$ cat config.mk
export PLATFORM = sky130hd
export DESIGN_NAME = pit_timer
export DESIGN_NICKNAME = d
export VERILOG_FILES = /design/src/rtl/pit_pkg.sv /design/src/rtl/pit_edge.sv /design/src/rtl/pit_latch.sv /design/src/rtl/pit_core.sv /design/src/rtl/pit_timer.sv
export SDC_FILE = /design/constraint.sdc
export NUM_CORES = 1
export LEC_CHECK = 0
export BUFFER_PORTS_ARGS = -buffer_cell sky130_fd_sc_hd__buf_4
export CAP_MARGIN = 30
export CORE_MARGIN = 2
export CORE_UTILIZATION = 55
export DETAILED_ROUTE_END_ITERATION = 8
export GPL_ROUTABILITY_DRIVEN = 0
export PLACE_DENSITY = 0.78
export SYNTH_ARGS = -nofsm -noshare
export SYNTH_HDL_FRONTEND = slang
export SYNTH_SLANG_ARGS = --single-unit
export TNS_END_PERCENT = 5
$ cat constraint.sdc
create_clock -name clk -period 2.4 [get_ports clk]
set_input_delay 0.12 -clock clk [delete_from_list [all_inputs] [get_ports clk]]
set_output_delay 0.12 -clock clk [all_outputs]
set_load 0.1 [all_outputs]
$ cat src/rtl/pit_pkg.sv
package pit_pkg;

    typedef enum logic [2:0] {
        M_TCINT   = 3'd0,
        M_ONESHOT = 3'd1,
        M_RATE    = 3'd2,
        M_SQUARE  = 3'd3,
        M_SWSTB   = 3'd4,
        M_HWSTB   = 3'd5,
        M_EVENT   = 3'd6
    } pit_mode_e;

    typedef enum logic [1:0] {
        S_IDLE  = 2'd0,
        S_ARMED = 2'd1,
        S_RUN   = 2'd2,
        S_DONE  = 2'd3
    } pit_state_e;

    localparam logic [2:0] MODE_RESERVED = 3'd7;

    function automatic logic idle_level(input pit_mode_e m);
        return !(m == M_TCINT || m == M_EVENT);
    endfunction

endpackage

$ cat src/rtl/pit_edge.sv
module pit_edge #(
    parameter int WIDTH = 2
) (
    input  logic             clk,
    input  logic             rst_n,
    input  logic [WIDTH-1:0] sig_in,
    output logic [WIDTH-1:0] rise
);
    logic [WIDTH-1:0] sig_d;

    for (genvar i = 0; i < WIDTH; i++) begin : g_bit
        always_ff @(posedge clk or negedge rst_n) begin
            if (!rst_n) sig_d[i] <= 1'b0;
            else        sig_d[i] <= sig_in[i];
        end
        assign rise[i] = sig_in[i] & ~sig_d[i];
    end

endmodule

$ cat src/rtl/pit_latch.sv
module pit_latch #(
    parameter int CNT_W = 16
) (
    input  logic             clk,
    input  logic             rst_n,
    input  logic             latch_cmd,
    input  logic [CNT_W-1:0] cnt_view,
    output logic [CNT_W-1:0] latch_q
);
    always_ff @(posedge clk or negedge rst_n) begin
        if (!rst_n)         latch_q <= '0;
        else if (latch_cmd) latch_q <= cnt_view;
    end

    a_r11_latch_hold: assert property (@(posedge clk) disable iff (!rst_n)
        !latch_cmd |=> $stable(latch_q));

endmodule

$ cat src/rtl/pit_core.sv
module pit_core
    import pit_pkg::*;
#(
    parameter int CNT_W = 16
) (
    input  logic             clk,
    input  logic             rst_n,
    input  logic             mode_we,
    input  logic [2:0]       mode_val,
    input  logic             load_we,
    input  logic [CNT_W-1:0] load_val,
    input  logic             sw_trig,
    input  logic             gate_lvl,
    input  logic             gate_rise,
    input  logic             evt_rise,
    output logic             out_q,
    output logic             irq_q,
    output logic [CNT_W-1:0] cnt_view
);
    localparam int FULL_W = CNT_W + 1;
    localparam logic [FULL_W-1:0] ONE = FULL_W'(1);
    localparam logic [FULL_W-1:0] TWO = FULL_W'(2);

    pit_state_e        state, st_d;
    pit_mode_e         mode, mode_d;
    logic [FULL_W-1:0] cnt, cnt_d, reload, rel_d, load_full;
    logic              out_d, irq_d, tick, trig;

    function automatic logic [FULL_W-1:0] hi_len(input logic [FULL_W-1:0] x);
        return (x >> 1) + {{(FULL_W-1){1'b0}}, x[0]};
    endfunction

    function automatic logic [FULL_W-1:0] lo_len(input logic [FULL_W-1:0] x);
        return ((x >> 1) == '0) ? ONE : (x >> 1);
    endfunction

    assign load_full = {(load_val == '0), load_val};
    assign cnt_view  = cnt[CNT_W-1:0];

    always_comb begin
        unique case (mode)
            M_EVENT:           tick = evt_rise & gate_lvl;
            M_ONESHOT, M_HWSTB: tick = 1'b1;
            default:           tick = gate_lvl;
        endcase
        trig = (mode == M_ONESHOT) ? (gate_rise | sw_trig) : gate_rise;
    end

    always_comb begin
        st_d   = state;
        mode_d = mode;
        cnt_d  = cnt;
        rel_d  = reload;
        out_d  = out_q;
        irq_d  = 1'b0;
        if (mode_we && mode_val != MODE_RESERVED) begin
            mode_d = pit_mode_e'(mode_val);
            st_d   = S_IDLE;
            cnt_d  = '0;
            out_d  = idle_level(pit_mode_e'(mode_val));
        end else if (load_we) begin
            rel_d = load_full;
            unique case (mode)
                M_ONESHOT, M_HWSTB: begin
                    st_d = S_ARMED; cnt_d = '0; out_d = 1'b1;
                end
                M_SQUARE: begin
                    st_d = S_RUN; cnt_d = hi_len(load_full); out_d = 1'b1;
                end
                M_TCINT, M_EVENT: begin
                    st_d = S_RUN; cnt_d = load_full; out_d = 1'b0;
                end
                default: begin
                    st_d = S_RUN; cnt_d = load_full; out_d = 1'b1;
                end
            endcase
        end else begin
            unique case (state)
                S_IDLE: st_d = S_IDLE;
                S_ARMED: begin
                    if (trig) begin
                        cnt_d = reload;
                        st_d  = S_RUN;
                        out_d = (mode != M_ONESHOT);
                    end
                end
                S_RUN: begin
                    if ((mode == M_ONESHOT || mode == M_HWSTB) && trig) begin
                        cnt_d = reload;
                    end else if (tick) begin
                        unique case (mode)
                            M_TCINT, M_EVENT: begin
                                if (cnt == ONE) begin
                                    cnt_d = '0; out_d = 1'b1; irq_d = 1'b1; st_d = S_DONE;
                                end else cnt_d = cnt - ONE;
                            end
                            M_ONESHOT: begin
                                if (cnt == ONE) begin
                                    cnt_d = '0; out_d = 1'b1; st_d = S_ARMED;
                                end else cnt_d = cnt - ONE;
                            end
                            M_RATE: begin
                                if (cnt == ONE) begin
                                    cnt_d = reload; out_d = 1'b1;
                                end else begin
                                    cnt_d = cnt - ONE; out_d = !(cnt == TWO);
                                end
                            end
                            M_SQUARE: begin
                                if (cnt == ONE) begin
                                    out_d = ~out_q;
                                    cnt_d = out_q ? lo_len(reload) : hi_len(reload);
                                end else cnt_d = cnt - ONE;
                            end
                            default: begin
                                if (cnt == ONE) begin
                                    cnt_d = '0; out_d = 1'b0; st_d = S_DONE;
                                end else cnt_d = cnt - ONE;
                            end
                        endcase
                    end
                end
                S_DONE: begin
                    if (mode == M_SWSTB) begin
                        out_d = 1'b1;
                    end else if (mode == M_HWSTB) begin
                        out_d = 1'b1;
                        if (trig) begin
                            cnt_d = reload; st_d = S_RUN;
                        end else st_d = S_ARMED;
                    end
                end
            endcase
        end
    end

    // state register process
    always_ff @(posedge clk or negedge rst_n) begin
        if (!rst_n) begin
            state  <= S_IDLE;
            mode   <= M_TCINT;
            cnt    <= '0;
            reload <= '0;
        end else begin
            state  <= st_d;
            mode   <= mode_d;
            cnt    <= cnt_d;
            reload <= rel_d;
        end
    end

    // output process
    always_ff @(posedge clk or negedge rst_n) begin
        if (!rst_n) begin
            out_q <= 1'b0;
            irq_q <= 1'b0;
        end else begin
            out_q <= out_d;
            irq_q <= irq_d;
        end
    end

    a_r4_irq_one_cycle: assert property (@(posedge clk) disable iff (!rst_n)
        irq_q |=> !irq_q);

    a_r10_irq_modes: assert property (@(posedge clk) disable iff (!rst_n)
        irq_q |-> (mode == M_TCINT || mode == M_EVENT));

    a_r2_mode_to_idle: assert property (@(posedge clk) disable iff (!rst_n)
        (mode_we && mode_val != MODE_RESERVED) |=> (state == S_IDLE));

    a_r3_run_count_range: assert property (@(posedge clk) disable iff (!rst_n)
        (state == S_RUN) |-> (cnt != '0 && cnt <= (ONE << CNT_W)));

    a_r6_rate_single_low: assert property (@(posedge clk) disable iff (!rst_n)
        (mode == M_RATE && state == S_RUN && !out_q && gate_lvl && !mode_we && !load_we)
        |=> out_q);

    a_r12_gate_freeze: assert property (@(posedge clk) disable iff (!rst_n)
        (state == S_RUN && !gate_lvl && !mode_we && !load_we &&
         mode != M_ONESHOT && mode != M_HWSTB) |=> ($stable(cnt) && $stable(out_q)));

endmodule

$ cat src/rtl/pit_timer.sv
module pit_timer #(
    parameter int CNT_W = 16
) (
    input  logic             clk,
    input  logic             rst_n,
    input  logic             mode_we,
    input  logic [2:0]       mode_val,
    input  logic             load_we,
    input  logic [CNT_W-1:0] load_val,
    input  logic             sw_trig,
    input  logic             latch_cmd,
    input  logic             gate_in,
    input  logic             evt_in,
    output logic             out_pin,
    output logic             irq,
    output logic [CNT_W-1:0] latch_q
);
    logic [1:0]       rises;
    logic [CNT_W-1:0] cnt_view;

    pit_edge #(.WIDTH(2)) u_edge (
        .clk    (clk),
        .rst_n  (rst_n),
        .sig_in ({evt_in, gate_in}),
        .rise   (rises)
    );

    pit_core #(.CNT_W(CNT_W)) u_core (
        .clk       (clk),
        .rst_n     (rst_n),
        .mode_we   (mode_we),
        .mode_val  (mode_val),
        .load_we   (load_we),
        .load_val  (load_val),
        .sw_trig   (sw_trig),
        .gate_lvl  (gate_in),
        .gate_rise (rises[0]),
        .evt_rise  (rises[1]),
        .out_q     (out_pin),
        .irq_q     (irq),
        .cnt_view  (cnt_view)
    );

    pit_latch #(.CNT_W(CNT_W)) u_latch (
        .clk       (clk),
        .rst_n     (rst_n),
        .latch_cmd (latch_cmd),
        .cnt_view  (cnt_view),
        .latch_q   (latch_q)
    );

endmodule

**Yosys cells after proc, flatten, opt, wreduce, memory -nomap -nowiden**

Cells that the tools add are included.

- Bitwise gates (word level): 8
- Multiplexer cells: 51
- $add $sub $neg: 3
- Reduce and logical (&&, ||, !) cells: 20
- Equality and inequality tests: 26

Operator list:

| kind | count |
|---|---|
| two-way mux 17 bit | 11 |
| one-hot mux 17 bit (2 select lines) | 2 |
| one-hot mux 17 bit (3 select lines) | 1 |
| adder 16 x 1 -> 17 bit | 2 |
| two-way mux 2 bit | 11 |
| two-way mux 1 bit | 20 |
| equality test 17 x 1 -> 1 bit (second input constant) | 1 |
| equality test 17 x 2 -> 1 bit (second input constant) | 1 |
| zero test 17 bit | 1 |
| subtractor 17 x 1 -> 17 bit (second input constant) | 1 |
| zero test 16 bit | 1 |
| two-way mux 16 bit | 1 |
| != test 4 x 2 -> 1 bit (second input constant) | 4 |
| != test 5 x 2 -> 1 bit (second input constant) | 3 |
| equality test 3 bit (second input constant) | 4 |
| != test 4 x 3 -> 1 bit (second input constant) | 3 |
| != test 5 x 3 -> 1 bit (second input constant) | 2 |
| one-hot mux 2 bit (4 select lines) | 1 |
| AND reduction 8 bit | 1 |
| AND reduction 7 bit | 1 |
| equality test 3 x 2 -> 1 bit (second input constant) | 2 |
| zero test 3 bit | 2 |
| one-hot mux 1 bit (3 select lines) | 2 |
| OR reduction 2 bit | 3 |
| 18 further kinds | 27 |

- Output and inout port bits: 18
- Input port bits: 27
- Bits in registers: 59
- Word-level logic and storage cells: 117

**Longest topological paths before layout**

- Depth in word-level cells: 10
- Mapped depth: 9
- Mapped depth without buffers: 8

**Cells and area by module**

A second synthesis with hierarchy kept.

- Cell total of the unflattened synthesis: 550
- Area total of the unflattened synthesis: 4581.9 µm²

Modules (own cells, without submodules):

| module | instances | area an instance (µm²) | cells an instance | seq. area each (µm²) |
|---|---|---|---|---|
| pit_core | 1 | 3854.9 | 512 | 1026.0 |
| pit_latch | 1 | 649.4 | 34 | 400.4 |
| pit_edge | 1 | 77.6 | 4 | 50.0 |

**Least setup slack after synthesis**

OpenSTA, ideal clock, no wires.

- Path kind: reg-to-reg
- Start: reg u_core.out_q
- End: reg u_core.cnt[4]
- Path slack: -0.029 ns
- Arrival time: 2.319 ns
- Cell stages (with the launch flop): 8
- Path buffers: 1
- Data required time: 2.290 ns
- Clock period less this slack: 2.429 ns
- Setup time: 0.110 ns
- Cell sequence: dfrtp_1 > buf_2 > and3b_1 > nand2_1 > o21ai_0 > a2111oi_2 > nor3_1 > o41ai_1

- Word-level cells in the longest chain between the ends: 8

RTL lines:

| what | line | text |
|---|---|---|
| from (decl) | pit_core.sv:16 | `output logic out_q,` |
| from (signal assigned) | pit_core.sv:158 | `out_q <= out_d;` |
| two-way mux 17 bit | pit_core.sv:112 | `cnt_d = out_q ? lo_len(reload) : hi_len(reload);` |
| two-way mux 17 bit | pit_core.sv:110 | `if (cnt == ONE) begin` |
| one-hot mux 17 bit (2 select lines) | pit_core.sv:91 | `unique case (mode)` |
| two-way mux 17 bit | pit_core.sv:90 | `end else if (tick) begin` |
| two-way mux 17 bit | pit_core.sv:88 | `if ((mode == M_ONESHOT \|\| mode == M_HWSTB) && trig) begin` |
| one-hot mux 17 bit (3 select lines) | pit_core.sv:78 | `unique case (state)` |
| two-way mux 17 bit | pit_core.sv:61 | `end else if (load_we) begin` |
| two-way mux 17 bit | pit_core.sv:56 | `if (mode_we && mode_val != MODE_RESERVED) begin` |
| to (signal assigned) | pit_core.sv:147 | `cnt <= cnt_d;` |
| to (decl) | pit_core.sv:26 | `logic [FULL_W-1:0] cnt, cnt_d, reload, rel_d, load_full;` |

Every way passes these cells. The select of a mux whose other input is x is not followed.
A chain may end at the register's enable or synchronous reset.

**Worst setup path after layout**

- Start: reg u_core.mode[1]
- End: reg u_core.cnt[7]

- Word-level cells in the longest chain between the ends: 8
- Elaborated cells on any way between the ends: 25
- Classes of those cells: eq/ne: 9; mux: 12; reduce/logical: 4

RTL lines:

| what | line | text |
|---|---|---|
| from (decl) | pit_core.sv:25 | `pit_mode_e mode, mode_d;` |
| from (signal assigned) | pit_core.sv:146 | `mode <= mode_d;` |
| equality test 3 x 1 -> 1 bit | -- |  |
| two-way mux 1 bit | pit_core.sv:46 | `trig = (mode == M_ONESHOT) ? (gate_rise \| sw_trig) : gate_rise;` |
| two-way mux 17 bit (3 in a row) | -- |  |
| one-hot mux 17 bit (3 select lines) | pit_core.sv:78 |  |
| two-way mux 17 bit | pit_core.sv:61 |  |
| two-way mux 17 bit | pit_core.sv:56 |  |

Parallel ways exist; a longest one is shown, timed or not. The select of a mux whose other input is x is not followed.

==> reports/results.ini <==
[outcome]
status=finished clean

[min_path]
holdCritStartpoint=load_val[11]
hold_class=in -> reg

[global_route]
grt_max_degree=60
grt_first_pass_wirelength_um=23190
grt-ovfl-total=0
grt_pass1_vias=4528
track_usage_pct=33.17
antenna_found_initial=0

[place]
hpwl_um=10420
place_ws_ns=0.1172
io_buffers=44

[routing]
drc=0
wirelength_um=14250
drtPass1Iterations=6
vias=4867
ant_nets=0
viasPerCell=6.622
drt_iter0_markers=746
wl_per_cell_um=19.38

[yosys]
ys_ff_latch=59
synthArstFlopShare_pct=100.0
syn_inst=565
syn_area_um2=4593
ys_dominant_reg_cell=dfrtp_1
yosysSeqAreaShare_pct=32.14
yosysWarnings=0
syn-num-nets=600
synth-edff-count=0
avgSynthCellArea_um2=8.129
ys_types=75

[critical_path]
worstPathMaxFanout=9
critical_path.startpoint=u_core.mode[1]
critPathRequiredTime_ns=2.64
worstSetupEndpointType=flop
reg2reg_from=u_core.mode[1]
worst_setup_path_start_kind=flop
crit_type=reg -> reg
arrival_ns=2.60

[final_layout]
layout_common_cells=86 x nand2_1, 86 x buf_4, 58 x dfrtp_1
antenna_cells=0
drive_above_1_share_pct=22.22
syn_to_final_growth_pct=19.34
fillers=685
postLayoutCoreUtil_pct=67.05
nets=660

[clock_tree]
cts_sinks=59
cts-root-buf=clkbuf_8
cts_inserted_buffers=9
clk_pin_slew_ns=0.07
clockBufferDepth=2
cts_tree=yes
clk_latency_ns=0.36
cts_max_level=3

[die]
initial_core_util_pct=56.18
rows=33
core_um2=8175
die_area_um2=9098
die_w_um=95.39
io_pins=45
die_y_um=95.39

[timing]
rsz0062_at_grt=true
tns_ns=0
tightest_slew_ns=0.7741
finalCritPeriodShare_pct=98.40
clock-skew-final_ns=0.01416
setup_viol=0
fin_crit_ns=2.362
maxSlewHeadroom_pct=48.39
final_hold_viol_count=0
slew_violations=0
layout_setup_ws_ns=0.03839
fmax_mhz=423.4

[run]
maxCapViolations=0

[power]
p_leak_nw=2.310
powerDensity_nw_per_um2=927.2
peakVddDrop_mv=0.3450

per-layer routing:
layer	share of wire [%]	up-vias	track usage, %
met5	0	-	0
met4	3.6	0	14.88
met3	11	61	6.719
met2	44	374	49.47
met1	41	2209	46.48
li1	-	2223	-
worst max-delay path: stages, from the launching register on:
cell	delay (ns)
dfrtp_1	0.50
nand2_1	0.11
o311ai_0	0.48
a22oi_2	0.20
buf_4	0.21
o221ai_1	0.37
a211oi_1	0.09
a211o_1	0.29
power by group:
group	switching, mW	internal, mW
Combinational	1.77	0.907
Sequential	0.271	1.22
Clock	0.446	0.475
Total	2.48	2.60
Yosys cell counts, types with 3 or more instances:
master	instances	area [µm²]
a211oi_1	4	30.03
a21o_1	3	22.52
a21oi_1	25	125.1
a221oi_1	6	52.55
a22o_1	6	52.55
a22oi_1	5	37.54
a311oi_1	4	35.03
a31oi_1	8	50.05
a32o_1	5	50.05
a32oi_1	4	35.03
and3_1	3	18.77
and4_1	3	26.28
buf_2	14	70.07
clkbuf_1	23	86.33
dfrtp_1	59	1476
ha_1	8	100.1
inv_1	14	52.55
mux2_2	18	202.7
mux2i_1	3	30.03
nand2_1	86	322.8
nand2b_1	6	37.54
nand3_1	18	90.09
nand3b_1	3	22.52
nand4_1	8	50.05
nor2_1	37	138.9
nor2b_1	9	56.30
nor3_1	24	120.1
nor4_1	14	87.58
o2111ai_1	3	26.28
o211ai_1	10	75.07
o21a_1	5	37.54
o21ai_0	35	175.2
o21ai_1	3	15.01
o311ai_0	4	35.03
o31ai_1	6	45.04
o41ai_1	5	43.79
or3_1	4	25.02
xnor2_1	12	105.1
xor2_1	12	105.1
logic make-up (layout without fill, tap and decap cells):
kind of cell             count (synthesis)  count (layout)  share of synthesized area, %
AND/OR/NAND/NOR                        233             233                         25.31
AO/OA/AOI/OAI                          163             163                         25.47
flip-flops                              59              59                         32.14
buffers and inverters                   57             122                         5.257
XOR/XNOR                                24              24                         4.576
multiplexers                            21              21                         5.067
adder cells (fa/ha/maj)                  8               8                         2.179
worst paths after layout:
| path | cells past startpoint | slack, ns | to |
|---|---|---|---|
| hold / removal | 3 | 0.01 | u_core.reload[11] |
| hold reg to reg | 1 | 0.51 | u_latch.latch_q[4] |
| min in group asynchronous | 2 | 0.39 | u_core.cnt[8] |
| max in group asynchronous | 2 | 1.48 | u_core.out_q |
| setup reg to reg | 7 | 0.04 | u_core.cnt[7] |
| setup / recovery | 7 | 0.04 | u_core.cnt[7] |
layout make-up:
type	instances	area, µm²	share of cell area [%]
Sequential cell	59	1478	26.96
Clock buffer	9	123.9	2.260
Tap cell	105	131.4	2.397
Timing Repair Buffer	91	705.7	12.87
Inverter	15	56.30	1.027
Clock inverter	7	68.82	1.255
Multi-Input combinational cell	449	2918	53.23
repair_timing:
| item | CTS | global route |
|---|---|---|
| buffers inserted | 0 | 0 |
| gates resized for setup | 0 | 9 |
| endpoints found under the hold margin | 62 | 0 |
| setup endpoints to repair | 0 | 10 |
| hold buffers | 4 | 0 |
sequential cells by signal, summed over array words and instances, names as in the netlist:
name             cells
u_core.cnt          17
u_core.reload       17
u_latch.latch_q     16
u_core.mode          3
u_core.state         2
u_edge.sig_d         2
u_core.irq_q         1
u_core.out_q         1
per-stage QoR:
stage / instance area, µm² / cells / hold slack [ns] / total power, mW
finish: 5482 / 735 / 0.01248 / 5.082
global route: 5482 / 735 / 0.01584 / 5.332
CTS: 5439 / 735 / 0.01167 / 4.980
detailed placement: 5206 / 715 / 0.2385 / 4.053
global placement: 5206 / 715 / 0.2369 / 4.000
floorplan: 4594 / 565 / -0.1756 / 3.282
(Power assumes the default switching activity.)
